==> src/rtl/ple_pkg.sv <==
package ple_pkg;

    typedef enum logic [1:0] {
        ST_IDLE   = 2'd0,
        ST_LOAD   = 2'd1,
        ST_PROG   = 2'd2,
        ST_COMMIT = 2'd3
    } ple_state_e;

endpackage

==> src/rtl/ple_tick_counter.sv <==
// Counts timebase steps from a clear; flags the final step before LIMIT.
module ple_tick_counter #(
    parameter int LIMIT = 150
) (
    input  logic clk,
    input  logic rst_n,
    input  logic clear,
    input  logic step,
    output logic at_last
);
    localparam int CW = (LIMIT > 1) ? $clog2(LIMIT) : 1;

    logic [CW-1:0] cnt_d, cnt_q;

    always_comb begin
        cnt_d = cnt_q;
        if (clear) begin
            cnt_d = '0;
        end else if (step) begin
            cnt_d = cnt_q + CW'(1);
        end
    end

    always_ff @(posedge clk) begin
        if (!rst_n) begin
            cnt_q <= '0;
        end else begin
            cnt_q <= cnt_d;
        end
    end

    assign at_last = (cnt_q == CW'(LIMIT - 1));

endmodule

==> src/rtl/ple_page_buffer.sv <==
// Data storage for one page: one write port, one combinational read port.
module ple_page_buffer #(
    parameter int DATA_W     = 8,
    parameter int ENTRY_BITS = 6
) (
    input  logic                  clk,
    input  logic                  rst_n,
    input  logic                  wr_en,
    input  logic [ENTRY_BITS-1:0] wr_idx,
    input  logic [DATA_W-1:0]     wr_data,
    input  logic [ENTRY_BITS-1:0] rd_idx,
    output logic [DATA_W-1:0]     rd_data
);
    localparam int ENTRIES = 1 << ENTRY_BITS;

    logic [DATA_W-1:0] mem_d [ENTRIES];
    logic [DATA_W-1:0] mem_q [ENTRIES];

    always_comb begin
        mem_d = mem_q;
        if (wr_en) begin
            mem_d[wr_idx] = wr_data;
        end
    end

    always_ff @(posedge clk) begin
        if (!rst_n) begin
            mem_q <= '{default: '0};
        end else begin
            mem_q <= mem_d;
        end
    end

    assign rd_data = mem_q[rd_idx];

endmodule

==> src/rtl/ple_low_pick.sv <==
// Selects the lowest set bit of a request vector.
module ple_low_pick #(
    parameter int N  = 64,
    parameter int IW = 6
) (
    input  logic [N-1:0]  req,
    output logic [N-1:0]  grant,
    output logic [IW-1:0] idx,
    output logic          any
);
    logic [N:0] seen;

    assign seen[0] = 1'b0;

    for (genvar g = 0; g < N; g++) begin : g_chain
        assign grant[g]  = req[g] & ~seen[g];
        assign seen[g+1] = seen[g] | req[g];
    end

    assign any = seen[N];

    always_comb begin
        idx = '0;
        for (int i = 0; i < N; i++) begin
            if (grant[i]) begin
                idx = idx | IW'(i);
            end
        end
    end

endmodule

==> src/rtl/page_load_ctrl.sv <==
module page_load_ctrl
    import ple_pkg::*;
#(
    parameter int DATA_W     = 8,
    parameter int ENTRY_BITS = 6,
    parameter int PAGE_BITS  = 9,
    parameter int WIN_TICKS  = 150,
    parameter int PROG_TICKS = 10000
) (
    input  logic                            clk,
    input  logic                            rst_n,
    input  logic                            tick,
    input  logic                            ld_valid,
    input  logic [PAGE_BITS+ENTRY_BITS-1:0] ld_addr,
    input  logic [DATA_W-1:0]               ld_data,
    output logic                            busy,
    output logic                            commit_valid,
    output logic [PAGE_BITS+ENTRY_BITS-1:0] commit_addr,
    output logic [DATA_W-1:0]               commit_data,
    output logic [PAGE_BITS-1:0]            page_locked,
    output logic                            page_err
);
    localparam int AW      = PAGE_BITS + ENTRY_BITS;
    localparam int ENTRIES = 1 << ENTRY_BITS;

    typedef struct packed {
        ple_state_e           st;
        logic [PAGE_BITS-1:0] page;
        logic [ENTRIES-1:0]   mask;
        logic                 err;
    } ctl_t;

    ctl_t ctl_d, ctl_q;

    logic [PAGE_BITS-1:0]  ld_page;
    logic [ENTRY_BITS-1:0] ld_entry;
    logic                  page_hit;
    logic                  accept;
    logic                  reject;
    logic                  win_step;
    logic                  win_last;
    logic                  expire;
    logic                  prog_step;
    logic                  prog_last;
    logic                  prog_done;
    logic [ENTRIES-1:0]    pick_grant;
    logic [ENTRY_BITS-1:0] pick_idx;
    logic                  pick_any;
    logic [ENTRIES-1:0]    mask_left;

    assign ld_page  = ld_addr[AW-1:ENTRY_BITS];
    assign ld_entry = ld_addr[ENTRY_BITS-1:0];
    assign page_hit = (ld_page == ctl_q.page);

    // Strobes count only in idle or the load phase; busy drops them.
    assign accept = ld_valid && ((ctl_q.st == ST_IDLE) ||
                                 ((ctl_q.st == ST_LOAD) && page_hit));
    assign reject = ld_valid && (ctl_q.st == ST_LOAD) && !page_hit;

    // A load in the expiring cycle wins over the timeout.
    assign win_step  = (ctl_q.st == ST_LOAD) && tick && !accept;
    assign expire    = win_step && win_last;
    assign prog_step = (ctl_q.st == ST_PROG) && tick;
    assign prog_done = prog_step && prog_last;

    ple_tick_counter #(.LIMIT(WIN_TICKS)) u_win_cnt (
        .clk     (clk),
        .rst_n   (rst_n),
        .clear   (accept),
        .step    (win_step),
        .at_last (win_last)
    );

    ple_tick_counter #(.LIMIT(PROG_TICKS)) u_prog_cnt (
        .clk     (clk),
        .rst_n   (rst_n),
        .clear   (expire),
        .step    (prog_step),
        .at_last (prog_last)
    );

    ple_page_buffer #(
        .DATA_W     (DATA_W),
        .ENTRY_BITS (ENTRY_BITS)
    ) u_buf (
        .clk     (clk),
        .rst_n   (rst_n),
        .wr_en   (accept),
        .wr_idx  (ld_entry),
        .wr_data (ld_data),
        .rd_idx  (pick_idx),
        .rd_data (commit_data)
    );

    ple_low_pick #(
        .N  (ENTRIES),
        .IW (ENTRY_BITS)
    ) u_pick (
        .req   (ctl_q.mask),
        .grant (pick_grant),
        .idx   (pick_idx),
        .any   (pick_any)
    );

    assign mask_left = ctl_q.mask & ~pick_grant;

    always_comb begin
        ctl_d = ctl_q;
        unique case (ctl_q.st)
            ST_IDLE: begin
                if (accept) begin
                    ctl_d.st   = ST_LOAD;
                    ctl_d.page = ld_page;
                    ctl_d.mask = ENTRIES'(1) << ld_entry;
                end
            end
            ST_LOAD: begin
                if (accept) begin
                    ctl_d.mask = ctl_q.mask | (ENTRIES'(1) << ld_entry);
                end else if (reject) begin
                    ctl_d.err = 1'b1;
                end
                if (expire) begin
                    ctl_d.st = ST_PROG;
                end
            end
            ST_PROG: begin
                if (prog_done) begin
                    ctl_d.st = ST_COMMIT;
                end
            end
            ST_COMMIT: begin
                ctl_d.mask = mask_left;
                if (mask_left == '0) begin
                    ctl_d.st = ST_IDLE;
                end
            end
            default: ctl_d.st = ST_IDLE;
        endcase
    end

    always_ff @(posedge clk) begin
        if (!rst_n) begin
            ctl_q <= '{st: ST_IDLE, page: '0, mask: '0, err: 1'b0};
        end else begin
            ctl_q <= ctl_d;
        end
    end

    assign busy         = (ctl_q.st == ST_PROG) || (ctl_q.st == ST_COMMIT);
    assign commit_valid = (ctl_q.st == ST_COMMIT) && pick_any;
    assign commit_addr  = {ctl_q.page, pick_idx};
    assign page_locked  = ctl_q.page;
    assign page_err     = ctl_q.err;

endmodule

==> config.mk <==
export PLATFORM = sky130hd
export DESIGN_NAME = page_load_ctrl
export DESIGN_NICKNAME = d
export VERILOG_FILES = /design/src/rtl/ple_pkg.sv /design/src/rtl/ple_tick_counter.sv /design/src/rtl/ple_page_buffer.sv /design/src/rtl/ple_low_pick.sv /design/src/rtl/page_load_ctrl.sv
export SDC_FILE = /design/constraint.sdc
export NUM_CORES = 2
export LEC_CHECK = 0
export BUFFER_PORTS_ARGS = -buffer_cell sky130_fd_sc_hd__buf_2
export CAP_MARGIN = 40
export CORE_AREA = 10 10 258 260
export DETAILED_ROUTE_END_ITERATION = 10
export DIE_AREA = 0 0 268 270
export GPL_TIMING_DRIVEN = 0
export PLACE_DENSITY = 0.72
export SKIP_CTS_REPAIR_TIMING = 1
export SYNTH_ARGS = -nofsm -noshare
export SYNTH_HDL_FRONTEND = slang
export SYNTH_SLANG_ARGS = --single-unit
==> constraint.sdc <==
create_clock -name clk -period 5 [get_ports clk]
set_input_delay 0.5 -clock clk [delete_from_list [all_inputs] [get_ports clk]]
set_output_delay 0.5 -clock clk [all_outputs]
set_load 0.05 [all_outputs]
# == Word-level counts from Yosys, hierarchy flattened ==
# Cells that the tools add are included.
# W data, S select, Z words.
# totals
ramBits,0
mem_bits_ro,0
regBits,610
elab_cells,400
latchBits,0
memories,0
input_bits,27
# classes
bitwise,195
addsub,2
n_eq_ne,13
order_cmp,3
div_mod_pow,0
mul,0
shifts,1
muxes,90
n_reduce_logical,26
# ops
cell,n
$bwmux W512,1
$mux W6,32
$pmux W64 S3,1
$mux W75,2
$mux W64,2
$mux W5,16
$and A64 B64 Y64,1
$logic_not A64 Y1,1
$not A1 Y1,64
$not A64 Y64,1
$or A64 B64 Y64,1
$shl A1 B6 Y64 const A,1
$and A1 B1 Y1,63
$or A1 B1 Y1,63
$bmux W8 S6,1
$demux W8 S6,1
$mux W8,5
$mux W4,8
$mux W14,2
$mux W2,8
$add A14 B1 Y14 const B,1
$eq A14 B14 Y1 const B,1
$ge A7 B7 Y1 const B,2
$ne A2 B2 Y1 const B,7
other kinds (20),45

# == Depth between registers and ports, before layout ==
# logic_depth
word_depth,70
ltp_mapped,18

# == Hierarchy ==
# Synthesis repeated with hierarchy kept, for this count alone.
# hier_totals
hier_cells,3366
area_unflattened_um2,31178.7
# modules_own_cells
module,n_inst,area_each_um2,cells_each
ple_page_buffer,1,24199.5,2433
page_load_ctrl,1,4301.6,551
ple_low_pick,1,1624.1,263
ple_tick_counter (u_prog_cnt),1,676.9,77
ple_tick_counter (u_win_cnt),1,376.6,42

# == Worst setup path after synthesis ==
# Ideal clock, no wire load.
# synth_timing
path_type,register to output
from,register ctl_q[19] (netlist bit)
to,output port commit_data[3]
arrival_time_ps,3941
path_buffers,4
path_slack_ps,559
stages_incl_launch_ff,14
cell_sequence,dfxtp_1 > buf_2 > nor4_4 > and4_1 > and3_1 > buf_4 > buf_2 > nand2_2 > o311ai_4 > nand2b_2 > buf_4 > o22ai_1 > or4_1 > a221o_1
# synth_between
elab_chain_cells,52
word_cells_on_any_way,186
cone_classes,49 x mux; 137 x bitwise
# synth_lines
element,line,rtl
start: declaration,page_load_ctrl.sv:33,"ctl_t ctl_d, ctl_q;"
start signal: assignment,page_load_ctrl.sv:144,"ctl_q <= '{st: ST_IDLE, page: '0, mask: '0, err: 1'b0};"
start signal: assignment,page_load_ctrl.sv:146,ctl_q <= ctl_d;
$or A1 B1 Y1 *,ple_low_pick.sv:17,assign seen[g+1] = seen[g] | req[g];
$not A1 Y1 / $or A1 B1 Y1 (equally long branches),"ple_low_pick.sv:16, ple_low_pick.sv:17",
$and A1 B1 Y1 / $or A1 B1 Y1 (equally long branches),"ple_low_pick.sv:16, ple_low_pick.sv:17",
$mux W5 (tied with other cells) (13 in a row),ple_low_pick.sv:25,if (grant[i]) begin
$mux W6 (tied with other cells) (29 in a row),ple_low_pick.sv:25,
$mux W6 / $not A1 Y1 (equally long branches),"ple_low_pick.sv:25, ple_low_pick.sv:16",
$mux W6 / $and A1 B1 Y1 (equally long branches),"ple_low_pick.sv:25, ple_low_pick.sv:16",
$mux W6 *,ple_low_pick.sv:25,
named net commit_addr[0],page_load_ctrl.sv:18,"output logic [PAGE_BITS+ENTRY_BITS-1:0] commit_addr,"
$not A6 Y7 (implied by the code) *,ple_page_buffer.sv:34,assign rd_data = mem_q[rd_idx];
$bmux W8 S6 *,ple_page_buffer.sv:34,
$mux W8 (implied by the code) * (2 in a row),ple_page_buffer.sv:34,
end: declaration,page_load_ctrl.sv:19,"output logic [DATA_W-1:0] commit_data,"
# The timed path passes the listed nets; every way through them passes the cells marked *. The select of a mux whose other input is x is not followed.

# == Final worst setup path ==
# layout_timing
from,register ctl_q[2] (netlist bit)
to,output port commit_data[2]
# layout_between
elab_chain_cells,69
word_cells_on_any_way,254
cone_classes,66 x mux; 188 x bitwise
# layout_lines
element,line,rtl
$or A1 B1 Y1,ple_low_pick.sv:17,
$or A1 B1 Y1 / $not A1 Y1 (equally long branches),"ple_low_pick.sv:17, ple_low_pick.sv:16",
$not A1 Y1 (tied with other cells),ple_low_pick.sv:16,assign grant[g] = req[g] & ~seen[g];
$and A1 B1 Y1 (tied with other cells),ple_low_pick.sv:16,
$mux W2 (tied with other cells),ple_low_pick.sv:25,
$mux W3 (tied with other cells) (4 in a row),ple_low_pick.sv:25,
$mux W4 (tied with other cells) (8 in a row),ple_low_pick.sv:25,
$mux W5 (tied with other cells) (16 in a row),ple_low_pick.sv:25,
$mux W6 (tied with other cells) (30 in a row),ple_low_pick.sv:25,
$mux W6 / $and A1 B1 Y1 (equally long branches),"ple_low_pick.sv:25, ple_low_pick.sv:16",
$mux W6 *,ple_low_pick.sv:25,
$not A6 Y7 (implied by the code) *,ple_page_buffer.sv:34,
$bmux W8 S6 *,ple_page_buffer.sv:34,
$mux W8 (implied by the code) * (2 in a row),ple_page_buffer.sv:34,
# Mark *: on every way between the ends. The rest lies on a longest branch, timed or not. The select of a mux whose other input is x is not followed.

==> run_results.csv <==
group,metric,value,unit
synthesis,yosys_warnings,0,
grt,antenna_found_initial,0,
synthesis,synth_edf_count,0,
sta,drv_slew,0,
cells_and_area,layout.nets,3880,
clock_network,clock_path_buffers,3,
clock_network,cts_tree,"done",
worst_setup_path,end_kind,"primary output",
sta,setup_viol,8,
cells_and_area,multi_input_area,17600,µm²
clock_network,path_clk_slew,0.06,ns
synthesis,synth_top_cell_area_share,40.3,%
place,place.gp.congestion,1.02,
cells_and_area,layout_common_cells,"607 x dfxtp_1, 599 x nand2_1, 396 x a21boi_0",
worst_setup_path,criticalPathCategory,"register to primary output",
cells_and_area,nFillCells,5301,
sta,period_share,115,%
sta,period_needed,5.73,ns
cells_and_area,layout-drive-gt1-share,14.2,%
sta,worstMarginPinSlew,1.00,ns
synthesis,syn-num-nets,3618,
clock_network,root_buffer,"clkbuf_16",
sta,max-slew-margin-rel,32.7,%
clock_network,cts_made_buffers,70,
synthesis,synth_top_cells_by_area,"dfxtp_1 40%, mux2i_1 13%, a21boi_0 9.8%, nand2_1 7.4%, nand3_1 6.1%",
synthesis,async_flop_share,0,%
detailed_routing,wl,123,mm
sta,hold_violations,0,
floorplan,die_area,72400,µm²
grt,grt_pass1_wl,173,mm
run_status,violations,"setup timing",
worst_setup_path,path_max_fanout,9,
sta,skew,0.0243,ns
power_and_ir_drop,leakage,0.0117,µW
worst_setup_path,worstPathRequired,4.50,ns
synthesis,yosysSeqAreaShare,40.3,%
floorplan,die_w,268,µm
place,hpwl,86.0,mm
cells_and_area,finish.utilization,60.5,%
floorplan,core_area,61300,µm²
floorplan,rows,91,
power_and_ir_drop,power_density,402,nW/µm²
detailed_routing,antenna_left,0,
grt,grt.total_usage,31.5,%
synthesis,syn_inst,3583,
grt,grt_max_degree,14,
grt,gr-total-overflow,0,
clock_network,clock_sinks,610,
job,drv_cap,0,
power_and_ir_drop,ir_worst_vdd,0.300,mV
clock_network,htreeDepth,3,
detailed_routing,wl_per_cell,26.1,µm
sta,rsz0062_at_grt,"true",
synthesis,ys.flop_type,"dfxtp_1",
floorplan,die_h,270,µm
synthesis,avgSynthCellArea,8.46,µm²
synthesis,yosys.cell_types.count,82,
detailed_routing,vias,29700,
clock_network,worstSkewPairLatency,0.63,ns
run_status,status,"finished, violations left",
detailed_routing,drtIter0Drc,4049,
worst_setup_path,startpoint_type,"register",
place,port_buffers,50,
cells_and_area,final_common_cell,"dfxtp_1",
detailed_routing,via_per_inst,6.32,
cells_and_area,area_growth,22.2,%
worst_setup_path,cp.arrival,5.23,ns
floorplan,start_util,49.5,%
detailed_routing,first_pass_iters,9,
power_and_ir_drop,power,14900,µW
sta,fmax,0.174,GHz
grt,grt_pass1_vias,26800,
worst_hold_path,hold_path.class,"primary input to register",
synthesis,yosysTopAreaCell,"dfxtp_1",
synthesis,syn_area,30300,µm²
detailed_routing,drcViolationCount,0,
cells_and_area,register_area,12200,µm²
sta,setup_slack,-0.735,ns
floorplan,ioPinCount,62,
synthesis,ys_seq_elements,610,
## final cells by class
cell class	count	share of cell area, %
multi-input combinational	2628	47.5
clock buffer	99	5.54
tap	790	2.67
sequential	610	33.0
clock inverter	26	0.922
timing repair buffer	189	4.73
antenna	4	0.0270
inverter	20	0.209
buffer	326	5.47
## metal layers
layer	GRT usage [%]	part of all wire, %	vias up
met5	0	0	-
met4	16.5	6.3	0
met3	8.70	12	432
met2	46.0	42	1956
met1	41.5	40	14100
li1	-	-	13200
## cells in the mapped netlist, drive strengths merged, types with 20 or more instances
cell / count
clkbuf: 230
nor3: 40
nor2b: 195
a21oi: 32
nand3: 371
nand2: 601
or4: 24
mux2i: 385
o21ai: 64
nor4: 39
buf: 96
a22oi: 52
dfxtp: 610
a21boi: 396
inv: 20
o22ai: 142
nor2: 100
## kinds of logic after synthesis
family	share of synthesized area (%)
and+or+nand+nor	22.7
AOI/OAI and AO/OA	17.7
DFF	40.3
muxes	12.7
buffers and inverters	5.24
xor gates and xnor gates	0.693
adders and majority gates	0.660
## worst max-delay path, cell delays in order (launching register included)
cell       delay, ns
dfxtp_1         0.30
buf_6           0.13
or4_4           0.52
buf_8           0.15
or4_4           0.59
nor3_4          0.22
a211o_2         0.16
o21bai_2        0.19
or2_1           0.19
buf_6           0.14
or3b_1          0.38
buf_6           0.15
buf_12          0.15
clkbuf_16       0.17
o22ai_2         0.28
nor4_4          0.08
o22ai_2         0.33
a221o_1         0.28
buf_6           0.19
## state kept, by name, summed over array words and instances (netlist names)
name and cells:
u_buf.mem_q 512, ctl_q 66, u_prog_cnt.cnt_q 14, page_locked 9
u_win_cnt.cnt_q 8, page_err 1
## power by group
part | switching [µW] | total, µW | internal, µW
Clock | 2200 | 5430 | 3230
Combinational | 2750 | 4510 | 1770
Sequential | 52.0 | 4970 | 4910
## path summary, 6_finish.rpt
check	depth (start not counted)	endpoint	from	slack (ns)
worst max-delay path	18	commit_data[2]	ctl_q[2]	-0.73
worst min-delay path	3	page_locked[5]	ld_addr[11]	0.16
worst min register to register	2	u_buf.mem_q[165]	u_buf.mem_q[165]	0.46
worst max register to register	10	u_buf.mem_q[449]	page_locked[7]	1.03
## through the flow
stage / TNS (ns) / std cells / cell area, µm² / setup slack, ns / hold WS [ns]
after global routing: -5.38 / 4688 / 37000 / -0.722 / 0.178
final: -5.32 / 4692 / 37100 / -0.735 / 0.157
after global placement: -9.42 / 4423 / 31600 / -1.36 / 0.449
after floorplan: 0 / 3583 / 30300 / 0.559 / 0.443
after detailed placement: -7.06 / 4475 / 32100 / -1.07 / 0.456
after CTS: -12.31 / 4600 / 34500 / -1.71 / 0.142
No activity file was read; power rests on OpenSTA's default activity.
